$ cat config.mk
export PLATFORM = sky130hd
export DESIGN_NAME = irq_countdown_timer
export DESIGN_NICKNAME = d
export VERILOG_FILES = /design/src/rtl/cdt_pkg.sv /design/src/rtl/cdt_regs.sv /design/src/rtl/cdt_prescaler.sv /design/src/rtl/cdt_counter.sv /design/src/rtl/irq_countdown_timer.sv
export SDC_FILE = /design/constraint.sdc
export NUM_CORES = 1
export LEC_CHECK = 0
export ABC_AREA = 0
export CAP_MARGIN = 20
export CORE_ASPECT_RATIO = 0.7
export CORE_MARGIN = 4
export CORE_UTILIZATION = 45
export DETAILED_ROUTE_END_ITERATION = 8
export GPL_ROUTABILITY_DRIVEN = 0
export PLACE_DENSITY = 0.69
export REMOVE_ABC_BUFFERS = 1
export SLEW_MARGIN = 20
export SYNTH_ARGS = -nofsm -noshare
export SYNTH_HDL_FRONTEND = slang
export SYNTH_SLANG_ARGS = --single-unit
$ cat constraint.sdc
create_clock -name clk -period 10.67 [get_ports clk]
set_input_delay 3.201 -clock clk [delete_from_list [all_inputs] [get_ports clk]]
set_output_delay 3.201 -clock clk [all_outputs]
set_load 0.005 [all_outputs]
$ cat src/rtl/cdt_pkg.sv
package cdt_pkg;
    localparam int unsigned DATA_W    = 32;
    localparam int unsigned ADDR_W    = 12;
    localparam int unsigned VEC_W     = 8;
    localparam int unsigned DIVCODE_W = 4;
    localparam int unsigned SHIFT_W   = 3;
    localparam int unsigned PRESC_W   = 7;
    localparam int unsigned MASK_BIT  = 16;
    localparam int unsigned MODE_BIT  = 17;

    localparam logic [ADDR_W-1:0] OFS_ENTRY = 12'h320;
    localparam logic [ADDR_W-1:0] OFS_INIT  = 12'h380;
    localparam logic [ADDR_W-1:0] OFS_LIVE  = 12'h390;
    localparam logic [ADDR_W-1:0] OFS_DIV   = 12'h3E0;

    typedef struct packed {
        logic             periodic;
        logic             mask;
        logic [VEC_W-1:0] vector;
    } entry_t;

    // log2 of the divide ratio for a divide code; unused codes give /2
    function automatic logic [SHIFT_W-1:0] div_shift(input logic [DIVCODE_W-1:0] code);
        logic [SHIFT_W-1:0] s;
        case (code)
            4'hB:    s = 3'd0;
            4'h0:    s = 3'd1;
            4'h1:    s = 3'd2;
            4'h2:    s = 3'd3;
            4'h3:    s = 3'd4;
            4'h8:    s = 3'd5;
            4'h9:    s = 3'd6;
            4'hA:    s = 3'd7;
            default: s = 3'd1;
        endcase
        return s;
    endfunction
endpackage

$ cat src/rtl/cdt_regs.sv
module cdt_regs
    import cdt_pkg::*;
#(
    parameter int unsigned CNT_W = 32
) (
    input  logic                 clk,
    input  logic                 rst_n,
    input  logic [ADDR_W-1:0]    reg_addr,
    input  logic                 reg_wr,
    input  logic [DATA_W-1:0]    reg_wdata,
    input  logic [CNT_W-1:0]     live_count,
    output entry_t               entry,
    output logic [CNT_W-1:0]     init_count,
    output logic [DIVCODE_W-1:0] div_code,
    output logic                 load,
    output logic                 presc_clear,
    output logic [DATA_W-1:0]    reg_rdata
);
    typedef struct packed {
        entry_t               entry;
        logic [CNT_W-1:0]     init;
        logic [DIVCODE_W-1:0] div;
    } regs_t;

    regs_t regs_d, regs_q;
    logic  hit_entry, hit_init, hit_live, hit_div, hit_none;

    always_comb begin
        hit_entry = (reg_addr == OFS_ENTRY);
        hit_init  = (reg_addr == OFS_INIT);
        hit_live  = (reg_addr == OFS_LIVE);
        hit_div   = (reg_addr == OFS_DIV);
        hit_none  = !(hit_entry || hit_init || hit_live || hit_div);

        regs_d = regs_q;
        if (reg_wr && hit_entry) begin
            regs_d.entry.vector   = reg_wdata[VEC_W-1:0];
            regs_d.entry.mask     = reg_wdata[MASK_BIT];
            regs_d.entry.periodic = reg_wdata[MODE_BIT];
        end
        if (reg_wr && hit_init) regs_d.init = reg_wdata[CNT_W-1:0];
        if (reg_wr && hit_div)  regs_d.div  = reg_wdata[DIVCODE_W-1:0];

        load        = reg_wr && hit_init;
        presc_clear = reg_wr && (hit_init || hit_div);

        reg_rdata = '0;
        if (hit_entry) begin
            reg_rdata[VEC_W-1:0] = regs_q.entry.vector;
            reg_rdata[MASK_BIT]  = regs_q.entry.mask;
            reg_rdata[MODE_BIT]  = regs_q.entry.periodic;
        end
        if (hit_init) reg_rdata = DATA_W'(regs_q.init);
        if (hit_live) reg_rdata = DATA_W'(live_count);
        if (hit_div)  reg_rdata = DATA_W'(regs_q.div);
    end

    always_ff @(posedge clk or negedge rst_n) begin
        if (!rst_n) begin
            regs_q            <= '0;
            regs_q.entry.mask <= 1'b1;
        end else begin
            regs_q <= regs_d;
        end
    end

    assign entry      = regs_q.entry;
    assign init_count = regs_q.init;
    assign div_code   = regs_q.div;


    unmapped_write_chk: assert property (@(posedge clk) disable iff (!rst_n)
        $past(reg_wr && hit_none) |-> regs_q == $past(regs_q));


    entry_write_chk: assert property (@(posedge clk) disable iff (!rst_n)
        $past(reg_wr && hit_entry) |-> regs_q.entry.vector == $past(reg_wdata[VEC_W-1:0]));
endmodule

$ cat src/rtl/cdt_prescaler.sv
module cdt_prescaler
    import cdt_pkg::*;
(
    input  logic                 clk,
    input  logic                 rst_n,
    input  logic                 clear,
    input  logic [DIVCODE_W-1:0] div_code,
    output logic                 tick
);
    typedef struct packed {
        logic [PRESC_W-1:0] pcnt;
    } presc_t;

    presc_t             st_d, st_q;
    logic [PRESC_W-1:0] limit;

    always_comb begin
        limit = (PRESC_W'(1) << div_shift(div_code)) - PRESC_W'(1);
        tick  = (st_q.pcnt >= limit);
        st_d  = st_q;
        if (clear || tick) st_d.pcnt = '0;
        else               st_d.pcnt = st_q.pcnt + PRESC_W'(1);
    end

    always_ff @(posedge clk or negedge rst_n) begin
        if (!rst_n) st_q <= '0;
        else        st_q <= st_d;
    end


    presc_wrap_chk: assert property (@(posedge clk) disable iff (!rst_n)
        $past(tick || clear) |-> st_q.pcnt == '0);
endmodule

$ cat src/rtl/cdt_counter.sv
module cdt_counter
    import cdt_pkg::*;
#(
    parameter int unsigned CNT_W = 32
) (
    input  logic             clk,
    input  logic             rst_n,
    input  logic             load,
    input  logic [CNT_W-1:0] load_val,
    input  logic [CNT_W-1:0] init_count,
    input  logic             tick,
    input  entry_t           entry,
    output logic [CNT_W-1:0] live_count,
    output logic             irq_req,
    output logic [VEC_W-1:0] irq_vector
);
    typedef struct packed {
        logic [CNT_W-1:0] cur;
        logic             irq;
        logic [VEC_W-1:0] vec;
    } cnt_t;

    cnt_t st_d, st_q;

    always_comb begin
        st_d     = st_q;
        st_d.irq = 1'b0;
        if (load) begin
            st_d.cur = load_val;
        end else if (tick) begin
            if (st_q.cur != '0) begin
                st_d.cur = st_q.cur - CNT_W'(1);
                if (st_q.cur == CNT_W'(1)) begin
                    st_d.irq = !entry.mask;
                    st_d.vec = entry.vector;
                end
            end else if (entry.periodic) begin
                st_d.cur = init_count;
            end
        end
    end

    always_ff @(posedge clk or negedge rst_n) begin
        if (!rst_n) st_q <= '0;
        else        st_q <= st_d;
    end

    assign live_count = st_q.cur;
    assign irq_req    = st_q.irq;
    assign irq_vector = st_q.vec;


    irq_single_chk: assert property (@(posedge clk) disable iff (!rst_n)
        irq_req |=> !irq_req);


    irq_at_zero_chk: assert property (@(posedge clk) disable iff (!rst_n)
        irq_req |-> live_count == '0);


    irq_unmasked_chk: assert property (@(posedge clk) disable iff (!rst_n)
        irq_req |-> !$past(entry.mask));


    oneshot_hold_chk: assert property (@(posedge clk) disable iff (!rst_n)
        $past(st_q.cur == '0 && !entry.periodic && !load) |-> st_q.cur == '0);


    step_one_chk: assert property (@(posedge clk) disable iff (!rst_n)
        ($past(!load && st_q.cur != '0)) |-> (st_q.cur == $past(st_q.cur) ||
                                              st_q.cur == $past(st_q.cur) - CNT_W'(1)));
endmodule

$ cat src/rtl/irq_countdown_timer.sv
module irq_countdown_timer
    import cdt_pkg::*;
#(
    parameter int unsigned CNT_W = 32
) (
    input  logic              clk,
    input  logic              rst_n,
    input  logic [11:0]       reg_addr,
    input  logic              reg_wr,
    input  logic [31:0]       reg_wdata,
    output logic [31:0]       reg_rdata,
    output logic              irq_req,
    output logic [7:0]        irq_vector
);
    entry_t               entry;
    logic [CNT_W-1:0]     init_count;
    logic [CNT_W-1:0]     live_count;
    logic [DIVCODE_W-1:0] div_code;
    logic                 load;
    logic                 presc_clear;
    logic                 tick;

    cdt_regs #(.CNT_W(CNT_W)) u_regs (
        .clk         (clk),
        .rst_n       (rst_n),
        .reg_addr    (reg_addr),
        .reg_wr      (reg_wr),
        .reg_wdata   (reg_wdata),
        .live_count  (live_count),
        .entry       (entry),
        .init_count  (init_count),
        .div_code    (div_code),
        .load        (load),
        .presc_clear (presc_clear),
        .reg_rdata   (reg_rdata)
    );

    cdt_prescaler u_presc (
        .clk      (clk),
        .rst_n    (rst_n),
        .clear    (presc_clear),
        .div_code (div_code),
        .tick     (tick)
    );

    cdt_counter #(.CNT_W(CNT_W)) u_cnt (
        .clk        (clk),
        .rst_n      (rst_n),
        .load       (load),
        .load_val   (reg_wdata[CNT_W-1:0]),
        .init_count (init_count),
        .tick       (tick),
        .entry      (entry),
        .live_count (live_count),
        .irq_req    (irq_req),
        .irq_vector (irq_vector)
    );
endmodule

Word level (Yosys, flattened, before mapping):

Memories as Yosys holds them, arrays and structs flattened.
Index checks and enable logic that the tools add are counted.

* flip-flop bits (word level): 94
* latch bits: 0
* memory bits (writable): 0
* bits in read-only memories: 48
* output and inout port bits: 41
* word-level logic and storage cells: 46
* memories kept: 1

* $add $sub $neg: 3
* $mul: 0
* divide/modulo/power cells: 0
* order comparisons: 1
* equal/unequal tests: 5
* shift operators: 1
* muxes and demuxes: 13
* bitwise operators: 1
* reduce and logical (&&, ||, !) cells: 12

Memory list
* (no name shown): words 16, width 3, read ports 1, clocked after Yosys merged registers in 0, write ports 0, line cdt_pkg.sv:25 `case (code)`

Operators by type and width (count)
* $mux 32: 6
* $eq 12x10->1 const B: 4
* $mux 41: 1
* $eq 32x1->1 const B: 1
* $reduce_bool 32->1: 1
* $sub 32x1->32 const B: 1
* $mux 9: 3
* $mux 8: 1
* $add 7x1->7 const B: 1
* $ge 7x7->1: 1
* $mux 7: 1
* $shl 1x3->7 const A: 1
* $sub 7x2->7 const B: 1
* $logic_and 1x1->1: 4
* $reduce_and 4->1: 1
* $reduce_bool 3->1: 1
* $logic_or 1x1->1: 2
* $mux 2: 1
* $reduce_and 2->1: 1
* $reduce_bool 2->1: 1
* $logic_not 1->1: 1
* $not 1->1: 1

Depth between registers and ports, before layout:

Gate-level depths: netlist of the first run.
An unclocked memory read counts as a cell.

* depth after elaboration: 6
* mapped depth: 17

Modules after synthesis:

A second synthesis of the first run with hierarchy kept.

* cell total of the unflattened synthesis: 650
* area, all modules: 5861.9 µm²

Modules (own cells, without submodules)
* cdt_counter: instances 1, cells each 307, area an instance 2770.2 µm², sequential area each 1026.0 µm²
* cdt_regs: instances 1, cells each 280, area an instance 2496.1 µm², sequential area each 1152.4 µm²
* cdt_prescaler: instances 1, cells each 63, area an instance 595.6 µm², sequential area each 175.2 µm²

Worst setup path before layout of the first run:

Ideal clock, no wire load.

* path kind: input -> output
* start point: in reg_addr[1]
* end point: out reg_rdata[2]
* data arrival time: 4.863 ns
* data required time: 7.469 ns
* path slack: 2.606 ns
* cell stages on the path: 5
* path buffers: 1
* cell sequence: or4_4 nor4_1 clkbuf_1 a222oi_1 a21oi_1

* cells in the longest elaborated chain, start to end: 5
* elaborated cells between the ends (all ways): 8
* those cells by class: eq/ne: 4; mux: 4

Ends and longest elaborated chain
* start, declared: line irq_countdown_timer.sv:8 `input logic [11:0] reg_addr,`
* $eq 12x10->1: line cdt_regs.sv:29 `hit_entry = (reg_addr == OFS_ENTRY);`
* $mux 8: line cdt_regs.sv:48 `if (hit_entry) begin`
* $mux 32: line cdt_regs.sv:53 `if (hit_init) reg_rdata = DATA_W'(regs_q.init);`
* $mux 32: line cdt_regs.sv:54 `if (hit_live) reg_rdata = DATA_W'(live_count);`
* $mux 32 (*): line cdt_regs.sv:55 `if (hit_div) reg_rdata = DATA_W'(regs_q.div);`
* end, declared: line irq_countdown_timer.sv:11 `output logic [31:0] reg_rdata,`

Mark *: on every way between the ends. The rest lies on a longest branch, timed or not.

Worst setup path after layout of the first run:

* start point: in reg_addr[1]
* end point: out reg_rdata[0]

The elaborated chain is that of the path after synthesis.

==> out/qor.tcl, run 1 <==
set qor(result_of_the_run) {complete, no violations}
set qor(synthDistinctLibCells) 62
set qor(critPathMaxStageDelay_ns) 0.75
set qor(postSynthCellCount) 607
set qor(synth_ff_type) {dfrtp_1}
set qor(min_path_type) {reg2reg}
set qor(holdWs_ns) 0.500
set qor(critical_path.top_delay_family) {simple AND/OR/NAND/NOR gates}
set qor(share_of_cells_above_drive_strength_1_pct) 10.3
set qor(grt_pass1_wl_um) 26200
set qor(core_area_sq_um) 11900
set qor(report.final.slew_viol_count) 0
set qor(rows) 33
set qor(worstPathCellList) {clkdlybuf4s50_1 > or4_4 > nor4_4 > buf_6 > a222oi_1 > a21oi_1 > clkdlybuf4s50_1}
set qor(max_frequency_ghz) 0.108
set qor(initial_antenna_violation_count) 0
set qor(pwr-share-comb_pct) 34.2
set qor(clock-sinks) 94
set qor(filler_free_cell_count_of_the_finished_design) 845
set qor(globalRoute.totalOverflow) 0
set qor(synth_seq_area_share_pct) 42.6
set qor(maximum_number_of_pins_on_one_net_before_global_route_repair) 51
set qor(path_buf_inv) 3
set qor(avgViaCountPerCell) 5.87
set qor(nets) 744
set qor(final.period_utilization_pct) 87.0
set qor(die_h_um) 101
set qor(critical-path-top-cell-by-count) {clkdlybuf4s50_1}
set qor(proportion_of_total_power_due_to_net_switching_pct) 37.8
set qor(cts_max_path_buffers) 2
set qor(worst_path_max_delay_cell) {nor4_4}
set qor(worstPathRequired_ns) 7.47
set qor(clk_latency_ns) 0.35
set qor(layout_commonest_cell) {nand2_1}
set qor(synth-edff-count) 0
set qor(cts.repair_timing.setup_buffer_count) 0
set qor(max_slew.worst_pin.slew_ns) 0.987
set qor(drt_pass1_iterations) 5
set qor(wl_per_cell_um) 18.9
set qor(final_antenna_net_count) 0
set qor(tritoncts) {built}
set qor(floorplan.die.width_um) 140
set qor(clockPowerShare_pct) 27.6
set qor(route.detailed.drc) 0
set qor(yosysTopAreaCellShare_pct) 42.1
set qor(via_count) 4962
set qor(total_routing_usage_reported_by_global_routing_pct) 22.8
set qor(area.growth.synth_to_final_pct) 25.1
set qor(cts_repair_resize_count) 0
set qor(vdd_ir_drop_max_v) 0.000112
set qor(cp.arrival_ns) 6.08
set qor(endpoint_kind) {output pin}
set qor(dpl.hpwl_um) 11000
set qor(synth_async_sr_flop_share_pct) 100
set qor(finalHoldViolCount) 0
set qor(port_buffers) 87
set qor(tmin_final_ns) 9.28
set qor(timing.setup.tns_ns) 0
set qor(floorplan.initialDensity_pct) 46.6
set qor(crit_path_start_kind) {input pin}
set qor(htree_num_levels) 3
set qor(synth_warnings) 0
set qor(timing.setup.critical_path_class) {in2out}
set qor(design.die.area_sq_um) 14100
set qor(pin_count) 88
set qor(postCtsHoldBufs) 0
set qor(post-place-cells) 828
set qor(routed_wirelength_um) 16000
set qor(cts-buffers-inserted) 9
set qor(drv.max_cap_violation_count) 0
set qor(final_cell_mix) {nand2_1 (128), dfrtp_1 (93), clkdlybuf4s50_1 (86), nor2_1 (60), a31oi_1 (26)}
set qor(seq_power_share_pct) 38.2
set qor(total_setup_violations_reported_at_the_end_of_the_flow) 0
set qor(cts_root_buffer) {clkbuf_16}
set qor(synth.top_cells.by_area) {dfrtp_1 (42%), nand2_1 (8.7%), mux2_2 (4.3%), nor2_1 (4.1%), a22o_1 (3.5%)}
set qor(drt_iter0_drc) 365
set qor(avgSynthCellArea_sq_um) 9.10
set qor(power_leakage_nw) 3.15
set qor(switchingPower_uw) 516
set qor(antenna_cells) 0
set qor(number_of_flip_flops_and_latches_in_the_synthesized_netlist) 94
set qor(final.setup_skew_ns) 0.00696
set qor(synth_cell_area_sq_um) 5520
set qor(vias_in_the_first_global_route) 5054
set qor(power.density_cell_area_nw_per_um2) 198
set qor(rsz_0062_raised_after_global_routing) {no}
set qor(path_clk_slew_ns) 0.06
set qor(cellInternalPower_uw) 848
set qor(critical_path.max_fanout) 9
set qor(slew_headroom_pct) 34.2
set qor(synth_top_area_cell) {dfrtp_1}
set qor(fillers) 1006
==> power by group through the flow <==
stage / Sequential, mW / Clock, mW / Combinational, mW
after global placement: 0.520 / 0 / 0.443
after CTS: 0.518 / 0.380 / 0.466
after global routing: 0.532 / 0.396 / 0.520
after detailed placement: 0.524 / 0 / 0.461
final: 0.521 / 0.376 / 0.466
after floorplan: 0.494 / 0 / 0.341
==> worst register-to-register path, cell delays in order (launching register included) <==
cell,delay (ns)
dfrtp_1,0.47
ha_1,0.23
o21ai_0,0.22
nor2_1,0.12
or3_1,0.40
ha_1,0.25
o31ai_1,0.25
a21oi_1,0.10
ha_1,0.29
and2_0,0.19
a221o_1,0.34
a41oi_1,0.57
o21ai_4,0.35
buf_4,0.36
a21oi_1,0.17
a31oi_1,0.05
==> path summary, 6_finish.rpt <==
path / start / slack [ns] / cells after the start / endpoint
hold / removal: u_presc.st_q[0] / 0.50 / 1 / u_presc.st_q[0]
max in group asynchronous: rst_n / 6.74 / 2 / u_cnt.live_count[8]
hold reg to reg: u_presc.st_q[0] / 0.50 / 1 / u_presc.st_q[0]
setup / recovery: reg_addr[1] / 1.39 / 7 / reg_rdata[0]
setup reg to reg: u_regs.div_code[0] / 6.18 / 15 / u_cnt.live_count[24]
min in group asynchronous: rst_n / 2.86 / 1 / u_cnt.live_count[31]
==> flip-flops by register name, indices dropped and copies added, names as in the netlist <==
name / cells
u_cnt.live_count: 32
u_regs.init_count: 32
u_regs.entry: 10
u_cnt.irq_vector: 8
u_presc.st_q: 7
u_regs.div_code: 4
u_cnt.irq_req: 1
==> metrics by stage <==
step / setup WS (ns) / cell area [sq um] / power, mW / util [%]
after global placement: 1.30 / 6550 / 0.963 / 55.3
after floorplan: 0.852 / 5380 / 0.835 / -
after global routing: 1.30 / 6910 / 1.45 / 58.3
final: 1.39 / 6910 / 1.36 / 58.3
after detailed placement: 1.15 / 6550 / 0.985 / 55.3
after CTS: 1.14 / 6890 / 1.36 / 58.2
==> cell usage after synthesis, drive strengths merged (4+ instances only) <==
| library cell | number |
|---|---|
| a211o | 10 |
| a211oi | 5 |
| a21oi | 12 |
| a221o | 6 |
| a222oi | 10 |
| a22o | 22 |
| a31oi | 26 |
| and3 | 5 |
| buf | 9 |
| clkbuf | 25 |
| dfrtp | 93 |
| ha | 14 |
| inv | 14 |
| mux2 | 22 |
| nand2 | 129 |
| nand3 | 8 |
| nand4 | 11 |
| nor2 | 62 |
| nor2b | 4 |
| nor3 | 12 |
| nor4 | 15 |
| o211ai | 20 |
| o21ai | 8 |
| or3 | 5 |
| xnor2 | 14 |
| xor2 | 15 |
==> per-layer routing <==
metal | global-route usage, % | wire length [um] | vias up | part of all wire (%)
met4 | 6.18 | 146 | 0 | 0.91
met2 | 36.0 | 7240 | 183 | 45
li1 | - | - | 2351 | -
met1 | 31.9 | 7550 | 2412 | 47
met3 | 5.31 | 1050 | 16 | 6.5
met5 | 0 | 0 | - | 0
==> cell type report <==
| class | instances | area, sq um | area share, % |
|---|---|---|---|
| clock inverters | 7 | 120 | 1.74 |
| repair buffers | 99 | 962 | 13.9 |
| multi-input cells | 465 | 3000 | 43.4 |
| flip-flops and latches | 94 | 2350 | 34.1 |
| inverters | 14 | 52.6 | 0.761 |
| clock buffers | 9 | 225 | 3.26 |
| well taps | 157 | 196 | 2.84 |
==> cell families (layout without fill, tap and decap cells) <==
kind of cell	count (synthesis)	count (layout)	synth area share (%)
buffers and inverters	48	129	3.60
xor gates and xnor gates	29	29	4.60
AOI/OAI and AO/OA	128	128	17.5
adders and majority gates	14	14	3.17
muxes	22	22	4.49
and+or+nand+nor	272	272	24.0
DFF	94	94	42.6
Note: power is estimated with default switching activity, not from simulation.
==> run 2: changes to the inputs <==
ABC_AREA = not set   (was 0)
==> results of run 2 <==
No change in the layout: final DEF, timing and power equal those of run 1.
